## src/rtl/bert_pkg.sv

```systemverilog
package bert_pkg;
    localparam int PAT_W = 32;
    localparam int LEN_W = $clog2(PAT_W);

    typedef enum logic [1:0] {
        MON_LOAD   = 2'd0,
        MON_VERIFY = 2'd1,
        MON_SYNC   = 2'd2
    } mon_state_t;

    typedef enum logic {
        UPD_IDLE = 1'b0,
        UPD_BUSY = 1'b1
    } upd_state_t;
endpackage

```

## src/rtl/bert_patgen.sv

```systemverilog
module bert_patgen
    import bert_pkg::*;
#(
    parameter bit OUT_FEEDBACK = 1'b0
) (
    input  logic             clk,
    input  logic             rst_n,
    input  logic             rep,
    input  logic [LEN_W-1:0] len,
    input  logic [LEN_W-1:0] tap,
    input  logic             load,
    input  logic [PAT_W-1:0] seed,
    input  logic             step,
    input  logic             use_din,
    input  logic             din,
    output logic             out_o
);
    logic [PAT_W-1:0] sr_q;
    logic             fb;

    always_comb begin
        fb = rep ? sr_q[len] : (sr_q[len] ^ sr_q[tap]);
    end

    always_ff @(posedge clk or negedge rst_n) begin
        if (!rst_n)
            sr_q <= '0;
        else if (load)
            sr_q <= seed;
        else if (step)
            sr_q <= {sr_q[PAT_W-2:0], (use_din ? din : fb)};
    end

    generate
        if (OUT_FEEDBACK) begin : g_predict
            assign out_o = fb;
        end else begin : g_head
            assign out_o = sr_q[len];
        end
    endgenerate
endmodule

```

## src/rtl/bert_sync_fsm.sv

```systemverilog
module bert_sync_fsm
    import bert_pkg::*;
#(
    parameter int GOOD_BITS = 32,
    parameter int LOS_ERRS  = 6,
    parameter int LOS_WIN   = 64
) (
    input  logic clk,
    input  logic rst_n,
    input  logic rx_en,
    input  logic bit_err,
    input  logic resync_req,
    output logic use_din,
    output logic mon_sync
);
    localparam int RUN_MAX = (PAT_W > GOOD_BITS) ? PAT_W : GOOD_BITS;
    localparam int CNT_W   = $clog2(RUN_MAX);
    localparam int WIN_W   = $clog2(LOS_WIN);
    localparam int ERR_CW  = $clog2(LOS_ERRS + 1);

    mon_state_t       st_q, st_d;
    logic [CNT_W-1:0]  run_q;
    logic [WIN_W-1:0]  win_q;
    logic [ERR_CW-1:0] werr_q;
    logic              resync_q;
    logic              resync_edge;

    assign resync_edge = resync_req & ~resync_q;

    always_comb begin
        st_d = st_q;
        if (resync_edge) begin
            st_d = MON_LOAD;
        end else if (rx_en) begin
            unique case (st_q)
                MON_LOAD:   if (run_q == CNT_W'(PAT_W - 1)) st_d = MON_VERIFY;
                MON_VERIFY: if (bit_err) st_d = MON_LOAD;
                            else if (run_q == CNT_W'(GOOD_BITS - 1)) st_d = MON_SYNC;
                MON_SYNC:   if (bit_err && werr_q == ERR_CW'(LOS_ERRS - 1)) st_d = MON_LOAD;
                default:    st_d = MON_LOAD;
            endcase
        end
    end

    always_ff @(posedge clk or negedge rst_n) begin
        if (!rst_n) st_q <= MON_LOAD;
        else        st_q <= st_d;
    end

    always_ff @(posedge clk or negedge rst_n) begin
        if (!rst_n) begin
            resync_q <= 1'b0;
            run_q    <= '0;
            win_q    <= '0;
            werr_q   <= '0;
        end else begin
            resync_q <= resync_req;
            if (st_d != st_q || resync_edge)
                run_q <= '0;
            else if (rx_en && st_q != MON_SYNC)
                run_q <= run_q + 1'b1;
            if (st_q != MON_SYNC || st_d != MON_SYNC) begin
                win_q  <= '0;
                werr_q <= '0;
            end else if (rx_en) begin
                if (win_q == WIN_W'(LOS_WIN - 1)) begin
                    win_q  <= '0;
                    werr_q <= '0;
                end else begin
                    win_q  <= win_q + 1'b1;
                    werr_q <= werr_q + ERR_CW'(bit_err);
                end
            end
        end
    end

    always_comb begin
        use_din  = (st_q == MON_LOAD);
        mon_sync = (st_q == MON_SYNC);
    end

    assert_sync_entry_R5: assert property (@(posedge clk) disable iff (!rst_n)
        $rose(mon_sync) |-> $past(st_q) == MON_VERIFY);
    assert_resync_R9: assert property (@(posedge clk) disable iff (!rst_n)
        resync_edge |=> st_q == MON_LOAD);
    assert_window_bound_R8: assert property (@(posedge clk) disable iff (!rst_n)
        werr_q < ERR_CW'(LOS_ERRS));
endmodule

```

## src/rtl/bert_counters.sv

```systemverilog
module bert_counters
    import bert_pkg::*;
#(
    parameter int ERR_W = 24,
    parameter int BIT_W = 32
) (
    input  logic             clk,
    input  logic             rst_n,
    input  logic             bit_inc,
    input  logic             err_inc,
    input  logic             pm_req,
    output logic             pm_ready,
    output logic [ERR_W-1:0] hold_err,
    output logic [BIT_W-1:0] hold_bits
);
    localparam logic [ERR_W-1:0] ERR_MAX = '1;
    localparam logic [BIT_W-1:0] BIT_MAX = '1;

    upd_state_t       st_q, st_d;
    logic             pm_q;
    logic             cap;
    logic [ERR_W-1:0] err_q;
    logic [BIT_W-1:0] bits_q;

    assign cap = pm_req & ~pm_q;

    always_comb begin
        st_d = st_q;
        unique case (st_q)
            UPD_IDLE: if (cap) st_d = UPD_BUSY;
            UPD_BUSY: st_d = UPD_IDLE;
            default:  st_d = UPD_IDLE;
        endcase
    end

    always_ff @(posedge clk or negedge rst_n) begin
        if (!rst_n) st_q <= UPD_IDLE;
        else        st_q <= st_d;
    end

    always_ff @(posedge clk or negedge rst_n) begin
        if (!rst_n) begin
            pm_q      <= 1'b0;
            err_q     <= '0;
            bits_q    <= '0;
            hold_err  <= '0;
            hold_bits <= '0;
        end else begin
            pm_q <= pm_req;
            if (cap) begin
                hold_err  <= err_q;
                hold_bits <= bits_q;
                err_q     <= ERR_W'(err_inc);
                bits_q    <= BIT_W'(bit_inc);
            end else begin
                if (err_inc && err_q != ERR_MAX) err_q  <= err_q + 1'b1;
                if (bit_inc && bits_q != BIT_MAX) bits_q <= bits_q + 1'b1;
            end
        end
    end

    always_comb pm_ready = (st_q == UPD_IDLE);

    assert_hold_capture_R10: assert property (@(posedge clk) disable iff (!rst_n)
        cap |=> (hold_err == $past(err_q) && hold_bits == $past(bits_q)));
    assert_ready_low_R10: assert property (@(posedge clk) disable iff (!rst_n)
        cap |=> !pm_ready);
    assert_err_saturate_R11: assert property (@(posedge clk) disable iff (!rst_n)
        (err_q == ERR_MAX && !cap) |=> err_q == ERR_MAX);
    assert_bits_saturate_R11: assert property (@(posedge clk) disable iff (!rst_n)
        (bits_q == BIT_MAX && !cap) |=> bits_q == BIT_MAX);
endmodule

```

## src/rtl/bert_core.sv

```systemverilog
module bert_core
    import bert_pkg::*;
#(
    parameter int ERR_W     = 24,
    parameter int BIT_W     = 32,
    parameter int GOOD_BITS = 32,
    parameter int LOS_ERRS  = 6,
    parameter int LOS_WIN   = 64
) (
    input  logic             clk,
    input  logic             rst_n,
    input  logic             cfg_rep,
    input  logic [LEN_W-1:0] cfg_len,
    input  logic [LEN_W-1:0] cfg_tap,
    input  logic [PAT_W-1:0] cfg_seed,
    input  logic             cfg_load,
    input  logic             cfg_inv,
    input  logic             cfg_inj_en,
    input  logic             inj_req,
    input  logic             tx_en,
    output logic             tx_bit,
    input  logic             rx_en,
    input  logic             rx_bit,
    input  logic             resync_req,
    input  logic             pm_req,
    output logic             pm_ready,
    output logic             mon_sync,
    output logic             mon_oos,
    output logic [ERR_W-1:0] hold_err,
    output logic [BIT_W-1:0] hold_bits
);
    logic tx_head, rx_pred, rx_d, bit_err, use_din;
    logic inj_q, inj_pend_q, inj_edge;

    assign rx_d     = rx_bit ^ cfg_inv;
    assign bit_err  = rx_d ^ rx_pred;
    assign inj_edge = inj_req & ~inj_q & cfg_inj_en;
    assign tx_bit   = tx_head ^ inj_pend_q;
    assign mon_oos  = ~mon_sync;

    always_ff @(posedge clk or negedge rst_n) begin
        if (!rst_n) begin
            inj_q      <= 1'b0;
            inj_pend_q <= 1'b0;
        end else begin
            inj_q      <= inj_req;
            inj_pend_q <= (inj_pend_q & ~tx_en) | inj_edge;
        end
    end

    bert_patgen #(.OUT_FEEDBACK(1'b0)) u_txgen (
        .clk(clk), .rst_n(rst_n), .rep(cfg_rep), .len(cfg_len), .tap(cfg_tap),
        .load(cfg_load), .seed(cfg_seed), .step(tx_en), .use_din(1'b0),
        .din(1'b0), .out_o(tx_head)
    );

    bert_patgen #(.OUT_FEEDBACK(1'b1)) u_rxgen (
        .clk(clk), .rst_n(rst_n), .rep(cfg_rep), .len(cfg_len), .tap(cfg_tap),
        .load(1'b0), .seed('0), .step(rx_en), .use_din(use_din),
        .din(rx_d), .out_o(rx_pred)
    );

    bert_sync_fsm #(.GOOD_BITS(GOOD_BITS), .LOS_ERRS(LOS_ERRS), .LOS_WIN(LOS_WIN)) u_sync (
        .clk(clk), .rst_n(rst_n), .rx_en(rx_en), .bit_err(bit_err),
        .resync_req(resync_req), .use_din(use_din), .mon_sync(mon_sync)
    );

    bert_counters #(.ERR_W(ERR_W), .BIT_W(BIT_W)) u_cnt (
        .clk(clk), .rst_n(rst_n), .bit_inc(rx_en & mon_sync),
        .err_inc(rx_en & mon_sync & bit_err), .pm_req(pm_req),
        .pm_ready(pm_ready), .hold_err(hold_err), .hold_bits(hold_bits)
    );

    assert_inj_single_R4: assert property (@(posedge clk) disable iff (!rst_n)
        (tx_en && !inj_edge) |=> !inj_pend_q);
    assert_inj_gated_R4: assert property (@(posedge clk) disable iff (!rst_n)
        (!cfg_inj_en && !inj_pend_q) |=> !inj_pend_q);
endmodule

```

## config.mk

```make
export PLATFORM = sky130hd
export DESIGN_NAME = bert_core
export DESIGN_NICKNAME = d
export VERILOG_FILES = /design/src/rtl/bert_pkg.sv /design/src/rtl/bert_patgen.sv /design/src/rtl/bert_sync_fsm.sv /design/src/rtl/bert_counters.sv /design/src/rtl/bert_core.sv
export SDC_FILE = /design/constraint.sdc
export NUM_CORES = 1
export LEC_CHECK = 0
export BUFFER_PORTS_ARGS = -buffer_cell sky130_fd_sc_hd__clkbuf_2
export CORE_ASPECT_RATIO = 1.75
export CORE_MARGIN = 2
export CORE_UTILIZATION = 54
export DETAILED_ROUTE_END_ITERATION = 8
export GPL_ROUTABILITY_DRIVEN = 0
export PLACE_DENSITY = 0.77
export SYNTH_ARGS = -nofsm -noshare
export SYNTH_HDL_FRONTEND = slang
export SYNTH_HIERARCHICAL = 1
export SYNTH_SLANG_ARGS = --single-unit
```

## constraint.sdc

```tcl
create_clock -name clk -period 2.8 [get_ports clk]
set_input_delay 0.42 -clock clk [delete_from_list [all_inputs] [get_ports clk]]
set_output_delay 0.42 -clock clk [all_outputs]
set_load 0.01 [all_outputs]
```

==> metrics.md, run 1 <==
| Metric | Value |
|---|---|
| Seq. cell area | `4930 um2` |
| Top cell by count, worst path | `buf_4` |
| Global Route Usage Sum | `0.2680` |
| Hold_ws | `95.38 ps` |
| Final Hold Fails | `0` |
| Post-synth top area share | `0.4602` |
| CTS tree | `built` |
| Residual DRC | `0` |
| Port Buffers | `113` |
| Ant. Diodes | `0` |
| H-tree depth | `4` |
| GR met1 Demand/Resource | `0.2914` |
| Slowest cell on the critical path | `mux4_2` |
| Crit share post-route | `1.080` |
| CP Max Fanout | `5` |
| Commonest non-fill, non-tap cell in the layout | `nand2_1` |
| Worst-case clock buffer depth | `2` |
| I/O Pins | `114` |
| Area of the multi-input gates | `5599 um2` |
| CP peak stage delay | `480 ps` |
| Comb power frac | `0.147` |
| Overflow after GRT | `0` |
| Vias in the first global route | `9182` |
| Register share of total power | `0.462` |
| GR Layer Usage met2 | `0.4950` |
| Placed insts | `1500` |
| Final setup fails | `18` |
| Vias per inst | `5.888` |
| Inserted Clock Buffers | `17` |
| Reg clk slew, reported paths | `70 ps` |
| Unrepaired setup endpoints after global routing | `true` |
| Critical path cell sequence | `mux4_2, mux2i_1, o221ai_2, nand3_2, xor2_2, nand3_1, mux2i_2, buf_4, buf_6, buf_4, o21ai_4, or4_1, a21oi_1` |
| Hold Crit Class | `input pin to flip-flop` |
| Starting Density | `0.5474` |
| #FFs+latches synth | `197` |
| Final setup margin | `-225.3 ps` |
| Max-Slew Margin vs Limit | `0.3478` |
| Switching share of total power | `0.2571` |
| Worst R2R Setup Slack | `-230 ps` |
| Pint | `5.068 mW` |
| Synth async-reset ratio | `1.000` |
| P&R area growth vs syn | `20.00%` |
| Gr busiest metal | `met2` |
| Worst Skew | `10.63 ps` |
| Post-synth EDFFs | `0` |
| Max Clk Rate | `0.3305 GHz` |
| Syn Inst Count | `1093` |
| Vias | `9056` |
| Post-synthesis sequential area ratio | `0.4602` |
| DR pass1 iterations | `7` |
| Max Cap Viol | `0` |
| CP Class | `flip-flop to flip-flop` |
| CP arrival | `3400 ps` |
| Leakage | `6.226 nW` |
| Switching Power | `1.754 mW` |
| Worst vdd ir | `451.8 uV` |
| DPL Wire Length | `19930 um` |
| Initial DRC Count | `628` |
| Worst Setup End Kind | `flip-flop` |
| Die Span Y | `190.3 um` |
| Die area | `21030 um2` |
| Yosys warns | `6` |
| Fraction of layout cells with a size suffix above 1 | `0.2336` |
| Site Rows | `68` |
| WL final | `27760 um` |
| Fill cell count | `1594` |
| Routed Antenna Nets | `0` |
| Top post-synthesis cells by area | `dfrtp_1 46%, nand2_1 9.6%, mux2i_1 8.6%` |
| Core Footprint | `19570 um2` |
| Pwr dens | `530.7 nW/um2` |
| Worst-Skew Late Latency | `450 ps` |
| Failing checks | `negative setup slack` |
| Area leader, netlist | `dfrtp_1` |
| Status | `finished with violations` |
| Die W | `110.5 um` |
| Slew Viols, Final | `0` |
| Nets | `1342` |
| Syn Area/Cell | `9.801 um2` |
| CP Data Required Time | `3170 ps` |
| Largest net degree at the start of global routing | `63` |
| Fin cells | `1538` |
| Critical Path Start Type | `flip-flop` |
| Synthesized area | `10710 um2` |
| First-pass GRT wire length | `45370 um` |
| Num Clock Sinks | `197` |
| Worst Tran Pin Value | `976.2 ps` |
| Commonest cells after routing, fill and taps aside | `273 x nand2_1, 197 x dfrtp_1, 111 x clkbuf_2` |
| GR Util met3 | `0.04100` |
| CTS Root Buffer Type | `clkbuf_16` |
| Unique masters post-synth | `76` |
| Routed len/inst | `18.05 um` |
| Initial antenna violation count | `0` |
| Min Tclk post-route | `3025 ps` |
| Primary FF master, synth | `dfrtp_1` |
| Clock power frac | `0.391` |
path summary, 6_finish.rpt:
kind / startpoint / to / cells past startpoint
hold reg to reg: inj_q / inj_pend_q / 1
min in group asynchronous: rst_n / u_rxgen/sr_q[18] / 2
setup / recovery: u_rxgen/sr_q[19] / u_cnt/err_q[5] / 13
hold / removal: inj_req / inj_q / 1
setup reg to reg: u_rxgen/sr_q[19] / u_cnt/err_q[5] / 13
max in group asynchronous: rst_n / u_txgen/sr_q[17] / 3
timing repair:
item / in CTS / in global routing
pin swaps: 7 / 8
hold endpoints to repair: 59 / 0
hold buffers: 1 / 0
setup endpoints to repair: 15 / 38
buffers inserted: 6 / 3
gates resized for setup: 7 / 12
power groups by stage:
stage | Clock, mW | Combinational [mW] | Sequential (mW)
floorplan | 0 | 0.590 | 3.15
finish | 2.67 | 1.00 | 3.15
CTS | 2.72 | 0.988 | 3.15
global placement | 0 | 0.941 | 3.19
global route | 2.84 | 1.10 | 3.17
detailed placement | 0 | 0.968 | 3.19
cell usage after synthesis (6+ instances only):
cell type and instances:
nand2_1 274, dfrtp_1 197, mux2i_1 92, o21ai_0 50, nor2_1 41, nand3_1 36, clkbuf_1 33, o21ai_1 32
a21oi_1 29, nand4_1 21, o211ai_1 15, xor2_1 15, buf_2 14, mux4_2 13, nand2b_1 13, nor4_1 12
xnor2_1 12, inv_1 11, mux4_1 11, buf_1 9, o31ai_1 9, a211oi_1 8, buf_6 8, or4_1 8
ha_1 7, nor2b_1 7, or3_1 7, and2_1 6, and3_1 6, and4_1 6
stage by stage:
stage / cell area, um2 / setup TNS (ps) / power, mW / setup WS (ps) / utilization
after floorplan: 10890 / -933.1 / 3.736 / -269.5 / -
after global placement: 12080 / -7975 / 4.131 / -447.1 / 0.6173
after detailed placement: 12080 / -11170 / 4.163 / -579.8 / 0.6173
after CTS: 12790 / -1864 / 6.857 / -222.4 / 0.6538
after global routing: 12850 / -5533 / 7.108 / -362.2 / 0.6569
final: 12850 / -2087 / 6.822 / -225.3 / 0.6569
registers in the layout (all words and copies together) (netlist names):
name,count
inj_pend_q,1
inj_q,1
u_cnt/bits_q,32
u_cnt/err_q,24
u_cnt/hold_bits,32
u_cnt/hold_err,24
u_cnt/pm_q,1
u_cnt/st_q,1
u_rxgen/sr_q,32
u_sync/resync_q,1
u_sync/run_q,5
u_sync/st_q,2
u_sync/werr_q,3
u_sync/win_q,6
u_txgen/sr_q,32
critical path: cells and delay by family (launching register included):
| family | cells | cell delay, ps |
|---|---|---|
| muxes | 3 | 900 |
| and+or+nand+nor | 3 | 720 |
| DFF | 1 | 430 |
| buffers and inverters | 3 | 390 |
| AOI/OAI and AO/OA | 3 | 320 |
| xor gates and xnor gates | 1 | 200 |
per-layer routing:
layer | vias up | part of all wire
met4 | 0 | 0.050
met2 | 319 | 0.54
met3 | 100 | 0.037
li1 | 4235 | -
met5 | - | 0
met1 | 4402 | 0.37
cells by family (layout without fill, tap and decap cells):
group | count (synthesis) | in the layout | share of synthesized area
mux | 120 | 120 | 0.1445
buf+inv | 81 | 245 | 0.03796
flops | 197 | 197 | 0.4602
xor+xnor | 28 | 28 | 0.02359
simple gates | 474 | 474 | 0.2151
compound gates | 185 | 185 | 0.1101
fa+ha+maj | 7 | 7 | 0.008175
other cells | 1 | 37 | 0.0003500
area by class of cell:
type | instances | share of cell area
Clock inverter | 7 | 0.01110
Clock buffer | 24 | 0.03903
Tap cell | 245 | 0.02385
Sequential cell | 197 | 0.3835
Timing Repair Buffer | 201 | 0.1032
Multi-Input combinational cell | 851 | 0.4356
Inverter | 13 | 0.003796
Note: power is estimated with default switching activity, not from simulation.
==> run 2, diff against run 1 <==
--- a/config.mk
+++ b/config.mk
@@ -8,10 +8,11 @@
 export BUFFER_PORTS_ARGS = -buffer_cell sky130_fd_sc_hd__clkbuf_2
 export CORE_ASPECT_RATIO = 1.75
 export CORE_MARGIN = 2
-export CORE_UTILIZATION = 54
+export CORE_UTILIZATION = 60
 export DETAILED_ROUTE_END_ITERATION = 8
 export GPL_ROUTABILITY_DRIVEN = 0
-export PLACE_DENSITY = 0.77
+export MAX_ROUTING_LAYER = met4
+export PLACE_DENSITY = 0.81
 export SYNTH_ARGS = -nofsm -noshare
 export SYNTH_HDL_FRONTEND = slang
 export SYNTH_HIERARCHICAL = 1
==> constraint.sdc (replaced) <==
create_clock -name clk -period 3.5 [get_ports clk]
set_input_delay 0.525 -clock clk [delete_from_list [all_inputs] [get_ports clk]]
set_output_delay 0.525 -clock clk [all_outputs]
set_load 0.01 [all_outputs]
==> metrics.md, run 2 (synthesis gave the netlist of run 1 again) <==
| Metric | Value |
|---|---|
| Worst Setup End Kind | `flip-flop` |
| Max Clk Rate | `0.3123 GHz` |
| Commonest cells after routing, fill and taps aside | `274 x nand2_1, 197 x dfrtp_1, 112 x clkbuf_2` |
| DPL Wire Length | `18880 um` |
| Site Rows | `64` |
| Initial DRC Count | `602` |
| Largest net degree at the start of global routing | `80` |
| Inserted Clock Buffers | `17` |
| DR pass1 iterations | `5` |
| Total negative slack | `0 ps` |
| CP Max Fanout | `9` |
| Leakage | `5.818 nW` |
| Worst r2r path cells | `12` |
| Fin cells | `1459` |
| Vias per inst | `6.008` |
| Setup Fix Bufs, Post-CTS | `0` |
| Critical Path Start Type | `input pin` |
| CP arrival | `3580 ps` |
| Post-CTS Hold Buffers | `0` |
| Reg clk slew, reported paths | `70 ps` |
| Hold Crit Class | `input pin to async pin` |
| Core Footprint | `17460 um2` |
| Die area | `18980 um2` |
| Max Cap Viol | `0` |
| CP Class | `input pin to flip-flop` |
| CTS Root Buffer Type | `clkbuf_16` |
| Post-CTS sizing | `0` |
| Routed len/inst | `18.09 um` |
| Port Buffers | `113` |
| CP Data Required Time | `3870 ps` |
| Hold_ws | `52.68 ps` |
| Worst-case clock buffer depth | `2` |
| I/O Pins | `114` |
| Worst R2R Setup Slack | `300 ps` |
| Commonest non-fill, non-tap cell in the layout | `nand2_1` |
| Nets | `1276` |
| Initial antenna violation count | `0` |
| CTS tree | `built` |
| Worst Tran Pin Value | `1114 ps` |
| R2R Path Start | `u_rxgen/sr_q[15]` |
| Worst-Skew Late Latency | `440 ps` |
| Total power | `5.231 mW` |
| Fraction of layout cells with a size suffix above 1 | `0.1857` |
| Starting Density | `0.6137` |
| Final Hold Fails | `0` |
| First-pass GRT wire length | `43900 um` |
| Vias in the first global route | `9022` |
| Routed Antenna Nets | `0` |
| WL final | `26390 um` |
| Ant. Diodes | `0` |
| Placed insts | `1427` |
| Overflow after GRT | `0` |
| Min Tclk post-route | `3203 ps` |
| Max-Slew Margin vs Limit | `0.2573` |
| Die W | `105.0 um` |
| Reg2reg end | `u_cnt/err_q[21]` |
| Final setup fails | `0` |
| CP endpoint | `u_cnt/err_q[21]` |
| Status | `completed` |
| Die Span Y | `180.8 um` |
| Slew Viols, Final | `0` |
| Vias | `8766` |
| Residual DRC | `0` |
| Unrepaired setup endpoints after global routing | `false` |
| Worst vdd ir | `357.2 uV` |
| Pwr dens | `429.3 nW/um2` |
| Worst Skew | `7.913 ps` |
| Global Route Usage Sum | `0.2986` |
| P&R area growth vs syn | `13.74%` |
| Crit share post-route | `0.9150` |
| Num Clock Sinks | `197` |
| Crit path from | `cfg_len[1]` |
| H-tree depth | `4` |
run 2: cell types whose count changed in the layout (fill, tap and decap cells not counted), moves of 2 or more:
cell        delta
buf_4         -60
a211oi_2       -5
clkbuf_8       -5
clkbuf_1       -2
clkinvlp_4     +5
buf_6          -3
buf_12         -2
a211oi_1       +5
clkinv_2       +2
run 2: worst min path at each step:
stage / from / end / slack [ps] / cells after the start
finish: rst_n / u_rxgen/sr_q[18] / 50 / 1
global route: rst_n / u_rxgen/sr_q[18] / 90 / 1
CTS: rst_n / u_rxgen/sr_q[18] / 60 / 1
detailed placement: u_cnt/st_q / u_cnt/st_q / 430 / 1
global placement: inj_q / inj_pend_q / 410 / 1
floorplan: rst_n / inj_pend_q / 230 / 0
run 2: stage by stage:
stage          area (um2)  utilization  setup WS (ps)
2_1_floorplan       10850            -          177.4
6_report            12180       0.6980          297.5
3_5_place_dp        11580       0.6633         -110.8
5_1_grt             12180       0.6980          185.0
4_1_cts             12180       0.6980          317.6
3_3_place_gp        11580       0.6633          6.775
run 2: final cells by class:
cell class | instances | area [um2]
clock buffers | 17 | 425.4
clock inverters | 15 | 180.2
fillers | 1415 | 5273
inverters | 13 | 48.80
multi-input cells | 851 | 5522
flip-flops and latches | 197 | 4930
well taps | 231 | 289.0
repair buffers | 135 | 789.5
run 2: report_power, final:
part | total, mW | switching, mW | internal, mW
registers | 2.53 | 0.141 | 2.39
logic | 0.686 | 0.392 | 0.294
clock network | 2.02 | 0.888 | 1.13
total | 5.23 | 1.42 | 3.81
run 2: worst max-delay path, stage by stage:
cell	delay, ps
clkbuf_2	300
mux4_2	540
mux2i_1	180
nand3b_1	110
nand4_1	120
xor2_1	340
nand3_1	120
mux2i_1	220
nand3_1	150
nor4_4	250
o21ai_4	150
or4b_1	480
o21ai_1	80
run 2: per-layer routing:
layer	vias up	global-route usage	wire length, um
li1	4105	-	-
met2	317	0.5265	14330
met4	0	0.1584	1304
met3	107	0.05916	1200
met1	4237	0.3106	9554
met5	-	-	0
